**src/rtl/tick_array_pkg.sv**
```systemverilog
package tick_array_pkg;
  // register offsets inside one channel window
  localparam logic [7:0] OFF_TBUF  = 8'h00;
  localparam logic [7:0] OFF_IBUF  = 8'h08;
  localparam logic [7:0] OFF_CTRL  = 8'h20;
  localparam logic [7:0] OFF_STAT  = 8'h30;
  localparam logic [7:0] OFF_IEN   = 8'h34;
  localparam logic [7:0] OFF_WSTAT = 8'h40;
  // control bit positions
  localparam int CTRL_RUN    = 0;
  localparam int CTRL_GEN    = 1;
  localparam int CTRL_RELOAD = 2;
  localparam int CTRL_W      = 3;
  // write-status bit positions
  localparam int WS_TB   = 0;
  localparam int WS_IB   = 1;
  localparam int WS_CTRL = 3;
endpackage

```
**src/rtl/tick_decode.sv**
```systemverilog
module tick_decode #(
  parameter int ADDR_W    = 12,
  parameter int NUM_CORES = 4,
  parameter int BASE_PAGE = 3
) (
  input  logic                 clk,
  input  logic                 rst,
  input  logic [ADDR_W-1:0]    addr,
  output logic [NUM_CORES-1:0] hit,
  output logic [7:0]           offset
);
  localparam int PAGE_W = ADDR_W - 8;

  logic [PAGE_W-1:0] page;
  assign page   = addr[ADDR_W-1:8];
  assign offset = addr[7:0];

  for (genvar g = 0; g < NUM_CORES; g++) begin : g_hit
    localparam logic [PAGE_W-1:0] MY_PAGE = PAGE_W'(BASE_PAGE + g);
    assign hit[g] = (page == MY_PAGE);
  end

  AST_DECODE_ONEHOT: assert property (@(posedge clk) disable iff (rst)
    $onehot0(hit));
endmodule

```
**src/rtl/tick_countdown.sv**
```systemverilog
module tick_countdown #(
  parameter int CNT_W = 32
) (
  input  logic             clk,
  input  logic             rst,
  input  logic             load,
  input  logic [CNT_W-1:0] load_val,
  input  logic             step,
  input  logic [CNT_W-1:0] reload_val,
  output logic [CNT_W-1:0] cnt,
  output logic             expire
);
  logic at_zero;
  assign at_zero = (cnt == '0);
  assign expire  = step && at_zero && !load;

  always_ff @(posedge clk) begin
    if (rst) begin
      cnt <= '0;
    end else if (load) begin
      cnt <= load_val;
    end else if (step) begin
      cnt <= at_zero ? reload_val : cnt - 1'b1;
    end
  end

  AST_CNT_WITHIN_BUF: assert property (@(posedge clk) disable iff (rst)
    cnt <= reload_val);
  AST_CNT_HELD: assert property (@(posedge clk) disable iff (rst)
    (!load && !step) |=> $stable(cnt));
endmodule

```
**src/rtl/tick_channel.sv**
```systemverilog
module tick_channel
  import tick_array_pkg::*;
#(
  parameter int CNT_W  = 32,
  parameter int DATA_W = 32
) (
  input  logic              clk,
  input  logic              rst,
  input  logic              wr,
  input  logic [7:0]        offset,
  input  logic [DATA_W-1:0] wdata,
  output logic [DATA_W-1:0] rd_data,
  output logic              irq
);
  logic [CNT_W-1:0]  tb_q, ib_q, tick_cnt, int_cnt;
  logic [CTRL_W-1:0] ctrl_q;
  logic              pend_q, en_q;
  logic              ws_tb, ws_ib, ws_ctrl;
  logic              tick_exp, int_exp;
  logic              wr_tb, wr_ib, wr_ctrl, wr_stat, wr_ien, wr_ws;

  assign wr_tb   = wr && (offset == OFF_TBUF);
  assign wr_ib   = wr && (offset == OFF_IBUF);
  assign wr_ctrl = wr && (offset == OFF_CTRL);
  assign wr_stat = wr && (offset == OFF_STAT);
  assign wr_ien  = wr && (offset == OFF_IEN);
  assign wr_ws   = wr && (offset == OFF_WSTAT);

  tick_countdown #(.CNT_W(CNT_W)) u_tick (
    .clk(clk), .rst(rst), .load(wr_tb), .load_val(wdata[CNT_W-1:0]),
    .step(ctrl_q[CTRL_RUN]), .reload_val(tb_q), .cnt(tick_cnt),
    .expire(tick_exp));

  tick_countdown #(.CNT_W(CNT_W)) u_int (
    .clk(clk), .rst(rst), .load(wr_ib), .load_val(wdata[CNT_W-1:0]),
    .step(tick_exp && ctrl_q[CTRL_GEN]), .reload_val(ib_q), .cnt(int_cnt),
    .expire(int_exp));

  always_ff @(posedge clk) begin
    if (rst) begin
      tb_q    <= '0;
      ib_q    <= '0;
      ctrl_q  <= '0;
      pend_q  <= 1'b0;
      en_q    <= 1'b0;
      ws_tb   <= 1'b0;
      ws_ib   <= 1'b0;
      ws_ctrl <= 1'b0;
      irq     <= 1'b0;
    end else begin
      if (wr_tb) tb_q <= wdata[CNT_W-1:0];
      if (wr_ib) ib_q <= wdata[CNT_W-1:0];
      if (wr_ctrl) ctrl_q <= wdata[CTRL_W-1:0];
      else if (int_exp && !ctrl_q[CTRL_RELOAD]) ctrl_q[CTRL_GEN] <= 1'b0;
      if (int_exp) pend_q <= 1'b1;
      else if (wr_stat && wdata[0]) pend_q <= 1'b0;
      if (wr_ien) en_q <= wdata[0];
      if (wr_tb) ws_tb <= 1'b1;
      else if (wr_ws && wdata[WS_TB]) ws_tb <= 1'b0;
      if (wr_ib) ws_ib <= 1'b1;
      else if (wr_ws && wdata[WS_IB]) ws_ib <= 1'b0;
      if (wr_ctrl) ws_ctrl <= 1'b1;
      else if (wr_ws && wdata[WS_CTRL]) ws_ctrl <= 1'b0;
      irq <= pend_q && en_q;
    end
  end

  always_comb begin
    rd_data = '0;
    case (offset)
      OFF_TBUF:  rd_data = DATA_W'(tb_q);
      OFF_IBUF:  rd_data = DATA_W'(ib_q);
      OFF_CTRL:  rd_data = DATA_W'(ctrl_q);
      OFF_STAT:  rd_data = DATA_W'(pend_q);
      OFF_IEN:   rd_data = DATA_W'(en_q);
      OFF_WSTAT: rd_data = DATA_W'({ws_ctrl, 1'b0, ws_ib, ws_tb});
      default:   rd_data = '0;
    endcase
  end

  AST_PEND_NEEDS_RUN_GEN: assert property (@(posedge clk) disable iff (rst)
    $rose(pend_q) |-> $past(ctrl_q[CTRL_RUN] && ctrl_q[CTRL_GEN]));
  AST_ONESHOT_DROPS_GEN: assert property (@(posedge clk) disable iff (rst)
    ($rose(pend_q) && !$past(ctrl_q[CTRL_RELOAD]) && !$past(wr_ctrl))
      |-> !ctrl_q[CTRL_GEN]);
  AST_TB_WRITE_ACKED: assert property (@(posedge clk) disable iff (rst)
    wr_tb |=> ws_tb);
  AST_IDLE_NO_PEND: assert property (@(posedge clk) disable iff (rst)
    (!ctrl_q[CTRL_RUN] && !pend_q) |=> !pend_q);
endmodule

```
**src/rtl/core_tick_array.sv**
```systemverilog
module core_tick_array #(
  parameter int NUM_CORES = 4,
  parameter int ADDR_W    = 12,
  parameter int DATA_W    = 32,
  parameter int CNT_W     = 32,
  parameter int BASE_PAGE = 3
) (
  input  logic                 clk,
  input  logic                 rst,
  input  logic                 bus_sel,
  input  logic                 bus_wr,
  input  logic [ADDR_W-1:0]    bus_addr,
  input  logic [DATA_W-1:0]    bus_wdata,
  output logic [DATA_W-1:0]    bus_rdata,
  output logic [NUM_CORES-1:0] tick_irq
);
  logic [NUM_CORES-1:0] hit;
  logic [7:0]           offset;
  logic [DATA_W-1:0]    ch_rd [NUM_CORES];
  logic [DATA_W-1:0]    rd_mux;

  tick_decode #(.ADDR_W(ADDR_W), .NUM_CORES(NUM_CORES), .BASE_PAGE(BASE_PAGE)) u_dec (
    .clk(clk), .rst(rst), .addr(bus_addr), .hit(hit), .offset(offset));

  for (genvar g = 0; g < NUM_CORES; g++) begin : g_ch
    tick_channel #(.CNT_W(CNT_W), .DATA_W(DATA_W)) u_ch (
      .clk(clk), .rst(rst),
      .wr(bus_sel && bus_wr && hit[g]),
      .offset(offset), .wdata(bus_wdata),
      .rd_data(ch_rd[g]), .irq(tick_irq[g]));
  end

  always_comb begin
    rd_mux = '0;
    for (int i = 0; i < NUM_CORES; i++)
      if (hit[i]) rd_mux = rd_mux | ch_rd[i];
  end

  always_ff @(posedge clk) begin
    if (rst) bus_rdata <= '0;
    else if (bus_sel && !bus_wr) bus_rdata <= rd_mux;
  end
endmodule

```
**config.mk**
```make
export PLATFORM = sky130hd
export DESIGN_NAME = core_tick_array
export DESIGN_NICKNAME = d
export VERILOG_FILES = /design/src/rtl/tick_array_pkg.sv /design/src/rtl/tick_decode.sv /design/src/rtl/tick_countdown.sv /design/src/rtl/tick_channel.sv /design/src/rtl/core_tick_array.sv
export SDC_FILE = /design/constraint.sdc
export NUM_CORES = 2
export LEC_CHECK = 0
export BUFFER_PORTS_ARGS = -buffer_cell sky130_fd_sc_hd__buf_2
export CAP_MARGIN = 20
export CORE_AREA = 2 2 234 236
export DETAILED_ROUTE_END_ITERATION = 8
export DIE_AREA = 0 0 236 238
export GPL_ROUTABILITY_DRIVEN = 0
export PLACE_DENSITY_LB_ADDON = 0.2
export SLEW_MARGIN = 0
export SYNTH_ARGS = -nofsm -noshare
export SYNTH_HDL_FRONTEND = slang
export SYNTH_SLANG_ARGS = --single-unit
```
**constraint.sdc**
```tcl
create_clock -name clk -period 3.58 [get_ports clk]
set_input_delay 0.358 -clock clk [delete_from_list [all_inputs] [get_ports clk]]
set_output_delay 0.358 -clock clk [all_outputs]
set_load 0.05 [all_outputs]
```
### After elaboration in Yosys (flattened, before gate mapping)

Index checks and enable logic that the tools add are counted.

* logic and storage cells: 265
* bits of input ports: 48
* output and inout port bits: 36
* register bits: 580

* add/sub/neg operators: 8
* muxes and demuxes: 72
* bitwise operators: 3
* equality and inequality tests: 9
* reductions and logical operators: 124

Operators by type and width (number)
* $mux 32: 28
* $pmux 32 s6: 4
* $logic_not 32->1: 8
* $sub 32x1->32 const B: 8
* $or 32x32->32: 3
* $logic_and 1x1->1: 74
* $reduce_bool 2->1: 28
* $mux 1: 40
* $eq 8x6->1 const B: 3
* $logic_not 1->1: 13
* $eq 4x3->1 const B: 3
* $eq 8x4->1 const B: 1
* $eq 8x7->1 const B: 1
* $logic_not 8->1: 1
* $eq 4x2->1 const B: 1

### Longest topological paths before layout

* depth in word-level cells: 11
* depth in mapped cells: 10
* mapped depth without buffers: 8

### Cells and area by module

Synthesis repeated with hierarchy kept, for this count alone.

* cell total of the unflattened synthesis: 4246
* area, all modules: 35383.9 um2

By module, submodules not included
* tick_countdown (g_ch[1].u_ch.u_int ...): instances 6, cells an instance 331, seq. area each 640.6 um2, area an instance 2522.4 um2
* tick_channel: instances 4, cells an instance 350, seq. area each 1461.4 um2, area an instance 3304.4 um2
* tick_countdown (g_ch[0].u_ch.u_int): instances 1, cells an instance 337, seq. area each 640.6 um2, area an instance 2509.9 um2
* tick_countdown (g_ch[0].u_ch.u_tick): instances 1, cells an instance 320, seq. area each 640.6 um2, area an instance 2436.1 um2
* core_tick_array: instances 1, cells an instance 191, seq. area each 640.6 um2, area an instance 1973.1 um2
* tick_decode: instances 1, cells an instance 12, seq. area each 0.0 um2, area an instance 112.6 um2

### Worst setup path after synthesis

Ideal clock, no wire load.

* kind: reg2reg
* start point: register g_ch[1].u_ch.u_tick.cnt[14]
* end point: register g_ch[1].u_ch.u_tick.cnt[21]
* required time: 3.448 ns
* setup slack: 1.056 ns
* clock period less this slack: 2.524 ns
* stages on the path, launching flop included: 8
* library setup time: 0.132 ns
* data arrival time: 2.392 ns
* path buffers: 1
* cells stage by stage: dfxtp_1 > or3_1 > nand4bb_1 > buf_2 > nor3_2 > mux2_2 > a221oi_1 > nor3_1

* cells in the longest elaborated chain, start to end: 4
* elaborated cells on any way between the ends: 5
* classes of those cells: 1 x add/sub; 3 x mux; 1 x reduce/logical

Ends and longest elaborated chain
* start, declared: line tick_countdown.sv:10 `output logic [CNT_W-1:0] cnt,`
* start signal, assigned: line tick_countdown.sv:21 `cnt <= load_val;`
* start signal, assigned: line tick_countdown.sv:23 `cnt <= at_zero ? reload_val : cnt - 1'b1;`
* $sub 32x1->32 / $logic_not 32->1 (equally long branches): line tick_countdown.sv:23, tick_countdown.sv:14
* $mux 32 (*): line tick_countdown.sv:23
* $mux 32 (*): line tick_countdown.sv:22 `end else if (step) begin`
* $mux 32 (*): line tick_countdown.sv:20 `end else if (load) begin`

Every way passes the cells marked *; elsewhere a longest branch is shown, timed or not. The select of a mux whose other input is x is not followed.
A chain may end at the register's enable or synchronous reset.

### Final worst setup path

* start point: register g_ch[0].u_ch.u_tick.cnt[13]
* end point: register g_ch[0].u_ch.u_int.cnt[31]

* cells in the longest elaborated chain, start to end: 5

Ends and longest elaborated chain
* start, declared: line tick_countdown.sv:10
* start signal, assigned: line tick_countdown.sv:21
* start signal, assigned: line tick_countdown.sv:23
* $logic_not 32->1: line tick_countdown.sv:14 `assign at_zero = (cnt == '0);`
* $logic_and 1x1->1 (2 in series): line tick_countdown.sv:15 `assign expire = step && at_zero && !load;`
* $logic_and 1x1->1: line tick_channel.sv:36 `.step(tick_exp && ctrl_q[CTRL_GEN]), .reload_val(ib_q), .cnt(int_cnt),`
* $reduce_bool 2->1 (no source line)
* end signal, assigned: line tick_countdown.sv:21
* end signal, assigned: line tick_countdown.sv:23
* end, declared: line tick_countdown.sv:10

Every way passes these cells.

==> results_tabular.tex <==
\begin{tabular}{lr}
\hline
Metric & Value \\
\hline
\multicolumn{2}{l}{\textbf{Route}} \\
\quad Routed wl met2 & 52300 um \\
\quad Routed met1 length & 46800 um \\
\quad Number of optimization iterations in the first detailed-route pass & 9 \\
\quad \# DRC & 3 \\
\quad Post-detailed-route count of antenna-violating nets & 0 \\
\quad Total via count in the routed design & 34773 \\
\quad Final Routed Wirelength & 129000 um \\
\quad Per-cell routed wire length & 26.1 um \\
\quad Top routing layer in use & met5 \\
\quad DRC violation total after the first TritonRoute iteration & 5244 \\
\quad Met3 Routed Length & 18600 um \\
\quad Average via count per standard cell & 7.05 \\
\multicolumn{2}{l}{\textbf{Power and ir drop}} \\
\quad Switching power & 3.42 mW \\
\quad Worst VDD drop & 0.000377 V \\
\quad Comb power frac & 4.6\% \\
\quad Internal power component & 10.7 mW \\
\quad Power per standard cell area & 401 nW/um2 \\
\quad Relative contribution of the clock network to total power & 49.5\% \\
\quad Sequential share of power & 45.9\% \\
\quad Leak Pwr & 12.2 nW \\
\quad Switching Share & 24.2\% \\
\multicolumn{2}{l}{\textbf{STA}} \\
\quad RSZ-0062 raised after global routing & no \\
\quad Final hold slack & 0.110 ns \\
\quad Final Hold Vio Count & 0 \\
\quad Transition time at the pin with the least slew margin & 1.15 ns \\
\quad Setup\_tns & 0 ns \\
\quad Post-route clock period utilization & 93.7\% \\
\quad Final min period & 3.35 ns \\
\quad Worst clock skew & 0.0227 ns \\
\quad Number of max-slew violations in the final report & 0 \\
\quad Relative max-transition margin & 23.1\% \\
\quad Total of endpoints with negative setup slack in the final report & 0 \\
\quad Highest Clock Rate & 298 MHz \\
\multicolumn{2}{l}{\textbf{Yosys}} \\
\quad Net Count, Synth & 4315 \\
\quad Syn Area/Cell & 7.47 um2 \\
\quad Portion of the post-synthesis area used by sequential elements & 36.5\% \\
\quad Top cell type by total area after synthesis & dfxtp\_1 \\
\quad Leading post-synthesis cells by cell area & dfxtp\_1 (37\%), nand2\_1 (8.5\%), a21oi\_1 (7.5\%) \\
\quad Number of synthesized flops with an enable pin & 0 \\
\quad Leading register cell type out of synthesis & dfxtp\_1 \\
\quad Area fraction of the dominant cell type after synthesis & 36.5\% \\
\quad Count of state elements after synthesis & 580 \\
\quad Share of synthesized flip-flops with an asynchronous set or reset & 0\% \\
\quad Post-synthesis cell count & 4251 \\
\quad Synth Warn \# & 0 \\
\quad Cell variety after synth & 92 \\
\quad Most used standard cell by instance count after synthesis & nand2\_1 \\
\quad Mapped Area & 31800 um2 \\
\quad Most common library cells after synthesis & nand2\_1 (717), dfxtp\_1 (580), a21oi\_1 (475) \\
\multicolumn{2}{l}{\textbf{Global routing}} \\
\quad Global-route wire length before repair & 191000 um \\
\quad Largest net degree at the start of global routing & 131 \\
\quad All-layer global routing usage & 44.3\% \\
\quad Aggregate global routing overflow & 0 \\
\quad Antenna violations before repair & 10 \\
\quad Number of global-route vias before repair & 30869 \\
\multicolumn{2}{l}{\textbf{Min path}} \\
\quad Endpoint of the worst hold-timing path & g\_ch[0].u\_ch.tb\_q[17]\$\_SDFFE\_PP0P\_ \\
\quad Launch instance of the worst min-delay path & rst \\
\quad Worst min path class & input pin to flip-flop \\
\quad Hold path cells & 2 \\
\multicolumn{2}{l}{\textbf{Floorplanning}} \\
\quad Placeable core area & 53500 um2 \\
\quad Floorplan row count & 85 \\
\quad Die Span X & 236 um \\
\quad Die Outline Area & 56200 um2 \\
\quad Effective utilization at floorplan & 59.4\% \\
\quad Number of placed I/O pins & 84 \\
\quad Die height & 238 um \\
\multicolumn{2}{l}{\textbf{Setup path}} \\
\quad Critical register-to-register path startpoint & g\_ch[0].u\_ch.u\_tick.cnt[13]\$\_SDFFE\_PP0P\_ \\
\quad Maximum fanout along the worst path & 14 \\
\quad R2r worst-path depth & 6 \\
\quad Setup slack of the worst register-to-register path & 0.23 ns \\
\quad Start-to-end type of the worst setup path & flip-flop to flip-flop \\
\quad Data required time of the critical path & 4.14 ns \\
\quad Critical Path AT & 3.92 ns \\
\quad CP startpoint kind & flip-flop \\
\quad R2R Path End & g\_ch[0].u\_ch.u\_int.cnt[31]\$\_SDFFE\_PP0P\_ \\
\quad Crit end category & flip-flop \\
\multicolumn{2}{l}{\textbf{Clocking}} \\
\quad Later-pin clock latency in the skew report & 0.68 ns \\
\quad Post-CTS Setup Bufs & 0 \\
\quad Number of gates resized after cts & 0 \\
\quad Number of buffers on the longest clock path & 3 \\
\quad Count of hold buffers inserted by post-cts repair & 0 \\
\quad CTS tree & yes \\
\quad Num Clock Sinks & 580 \\
\quad Depth of the CTS H-tree & 2 \\
\quad Buffer cell driving the clock tree root & clkbuf\_16 \\
\quad Clock buffers created by TritonCTS & 61 \\
\quad Clock slew at reported path FFs & 0.06 ns \\
\multicolumn{2}{l}{\textbf{Finish}} \\
\quad Share of the core filled with cells in the final layout & 65.9\% \\
\quad Share of layout cells above drive strength 1 & 10.2\% \\
\quad Syn-to-layout area delta & 10.9\% \\
\quad Final cell area excluding filler cells & 35200 um2 \\
\quad Final net count & 4239 \\
\multicolumn{2}{l}{\textbf{Placed design}} \\
\quad Post-detail-place hpwl & 85900 um \\
\quad Number of port buffers & 83 \\
\quad Cell area after placement & 33000 um2 \\
\multicolumn{2}{l}{\textbf{Run status}} \\
\quad Status & complete, but fails checks \\
\quad Violated checks & design-rule violations \\
\multicolumn{2}{l}{\textbf{Job}} \\
\quad Max-cap check violation count & 0 \\
\hline
\end{tabular}
-- layer usage --
metal  vias to the layer above  global-route usage, %
met5                         -                   1.30
met4                         8                   32.3
met3                       603                   15.7
met2                      2444                   62.8
met1                     16147                   55.4
li1                      15571                      -
-- power groups by stage --
stage,clock [mW],combinational [mW],sequential [mW]
floorplan,0,0.241,6.69
global placement,0,0.601,6.64
detailed placement,0,0.604,6.64
CTS,6.94,0.605,6.49
global route,7.21,0.639,6.49
finish,7.00,0.646,6.49
-- through the flow --
step / worst slack, ns / power, mW / std cells
2_1_floorplan: 1.06 / 6.93 / 4251
3_3_place_gp: 0.422 / 7.24 / 4808
3_5_place_dp: 0.324 / 7.24 / 4808
4_1_cts: 0.258 / 14.0 / 4919
5_1_grt: 0.0229 / 14.3 / 4919
6_report: 0.225 / 14.1 / 4932
-- cell usage in the layout (no fill, tap or decap), types with 16 or more instances in the layout --
master and count:
a21o_1 21, a22oi_1 139, nand2b_1 20, ha_1 16
clkbuf_8 17, or3_1 49, a311oi_1 23, a31oi_1 42
nand4_1 47, buf_4 128, nor2_1 318, mux2i_1 28
o221ai_1 16, o2bb2ai_1 26, xor2_1 21, xnor2_1 24
o31ai_1 28, nand3_1 93, clkbuf_16 62, o21ai_0 223
o211ai_1 63, buf_12 18, a211oi_1 68, a2bb2oi_1 25
o22ai_1 102, buf_2 82, nor3_1 154, and2_1 16
mux2_2 19, a21boi_0 18, nor4_1 87, dfxtp_1 580
nand2_1 714, or4_1 40, a21oi_1 475, inv_1 58
o21a_1 33, and3_1 25
-- critical path: stages (launching register included) --
cell	delay [ns]
dfxtp_1	0.37
nor4_2	0.51
nand4_1	0.39
or3_1	0.51
nor3_2	0.92
a211oi_1	0.17
nor4_1	0.36
-- registers in the layout, summed over array words and instances (netlist names) --
register              flops
g_ch.u_ch.u_tick.cnt    128
g_ch.u_ch.tb_q          128
g_ch.u_ch.ws_ctrl         4
bus_rdata                32
g_ch.u_ch.irq             4
g_ch.u_ch.ws_tb           4
g_ch.u_ch.en_q            4
g_ch.u_ch.ctrl_q         12
g_ch.u_ch.ws_ib           4
g_ch.u_ch.u_int.cnt     128
g_ch.u_ch.ib_q          128
g_ch.u_ch.pend_q          4
-- kinds of logic after synthesis --
group	after synthesis	synth area share, %
xor+xnor	45	1.24
buf+inv	430	5.37
simple gates	1684	25.4
fa+ha+maj	16	0.630
mux	47	1.56
compound gates	1449	29.3
flops	580	36.5
-- area by class of cell --
cell class / instances / area (um2)
diodes: 13 / 32.5
inverters: 62 / 233
clock inverters: 23 / 357
repair buffers: 229 / 1750
fillers: 4652 / 18300
multi-input cells: 3241 / 18600
well taps: 696 / 871
clock buffers: 88 / 1820
flip-flops and latches: 580 / 11600
-- how the worst max path moves through the flow --
stage                                        startpoint  slack (ns)                                       end
6_report       g_ch[0].u_ch.u_tick.cnt[13]$_SDFFE_PP0P_        0.23   g_ch[0].u_ch.u_int.cnt[31]$_SDFFE_PP0P_
5_1_grt        g_ch[0].u_ch.u_tick.cnt[13]$_SDFFE_PP0P_        0.02   g_ch[0].u_ch.u_int.cnt[31]$_SDFFE_PP0P_
4_1_cts        g_ch[0].u_ch.u_tick.cnt[13]$_SDFFE_PP0P_        0.26   g_ch[0].u_ch.u_int.cnt[31]$_SDFFE_PP0P_
3_5_place_dp   g_ch[0].u_ch.u_tick.cnt[13]$_SDFFE_PP0P_        0.32   g_ch[0].u_ch.u_int.cnt[31]$_SDFFE_PP0P_
3_3_place_gp   g_ch[0].u_ch.u_tick.cnt[13]$_SDFFE_PP0P_        0.42   g_ch[0].u_ch.u_int.cnt[17]$_SDFFE_PP0P_
2_1_floorplan  g_ch[1].u_ch.u_tick.cnt[14]$_SDFFE_PP0P_        1.06  g_ch[1].u_ch.u_tick.cnt[21]$_SDFFE_PP0P_
No activity file was read; power rests on OpenSTA's default activity.
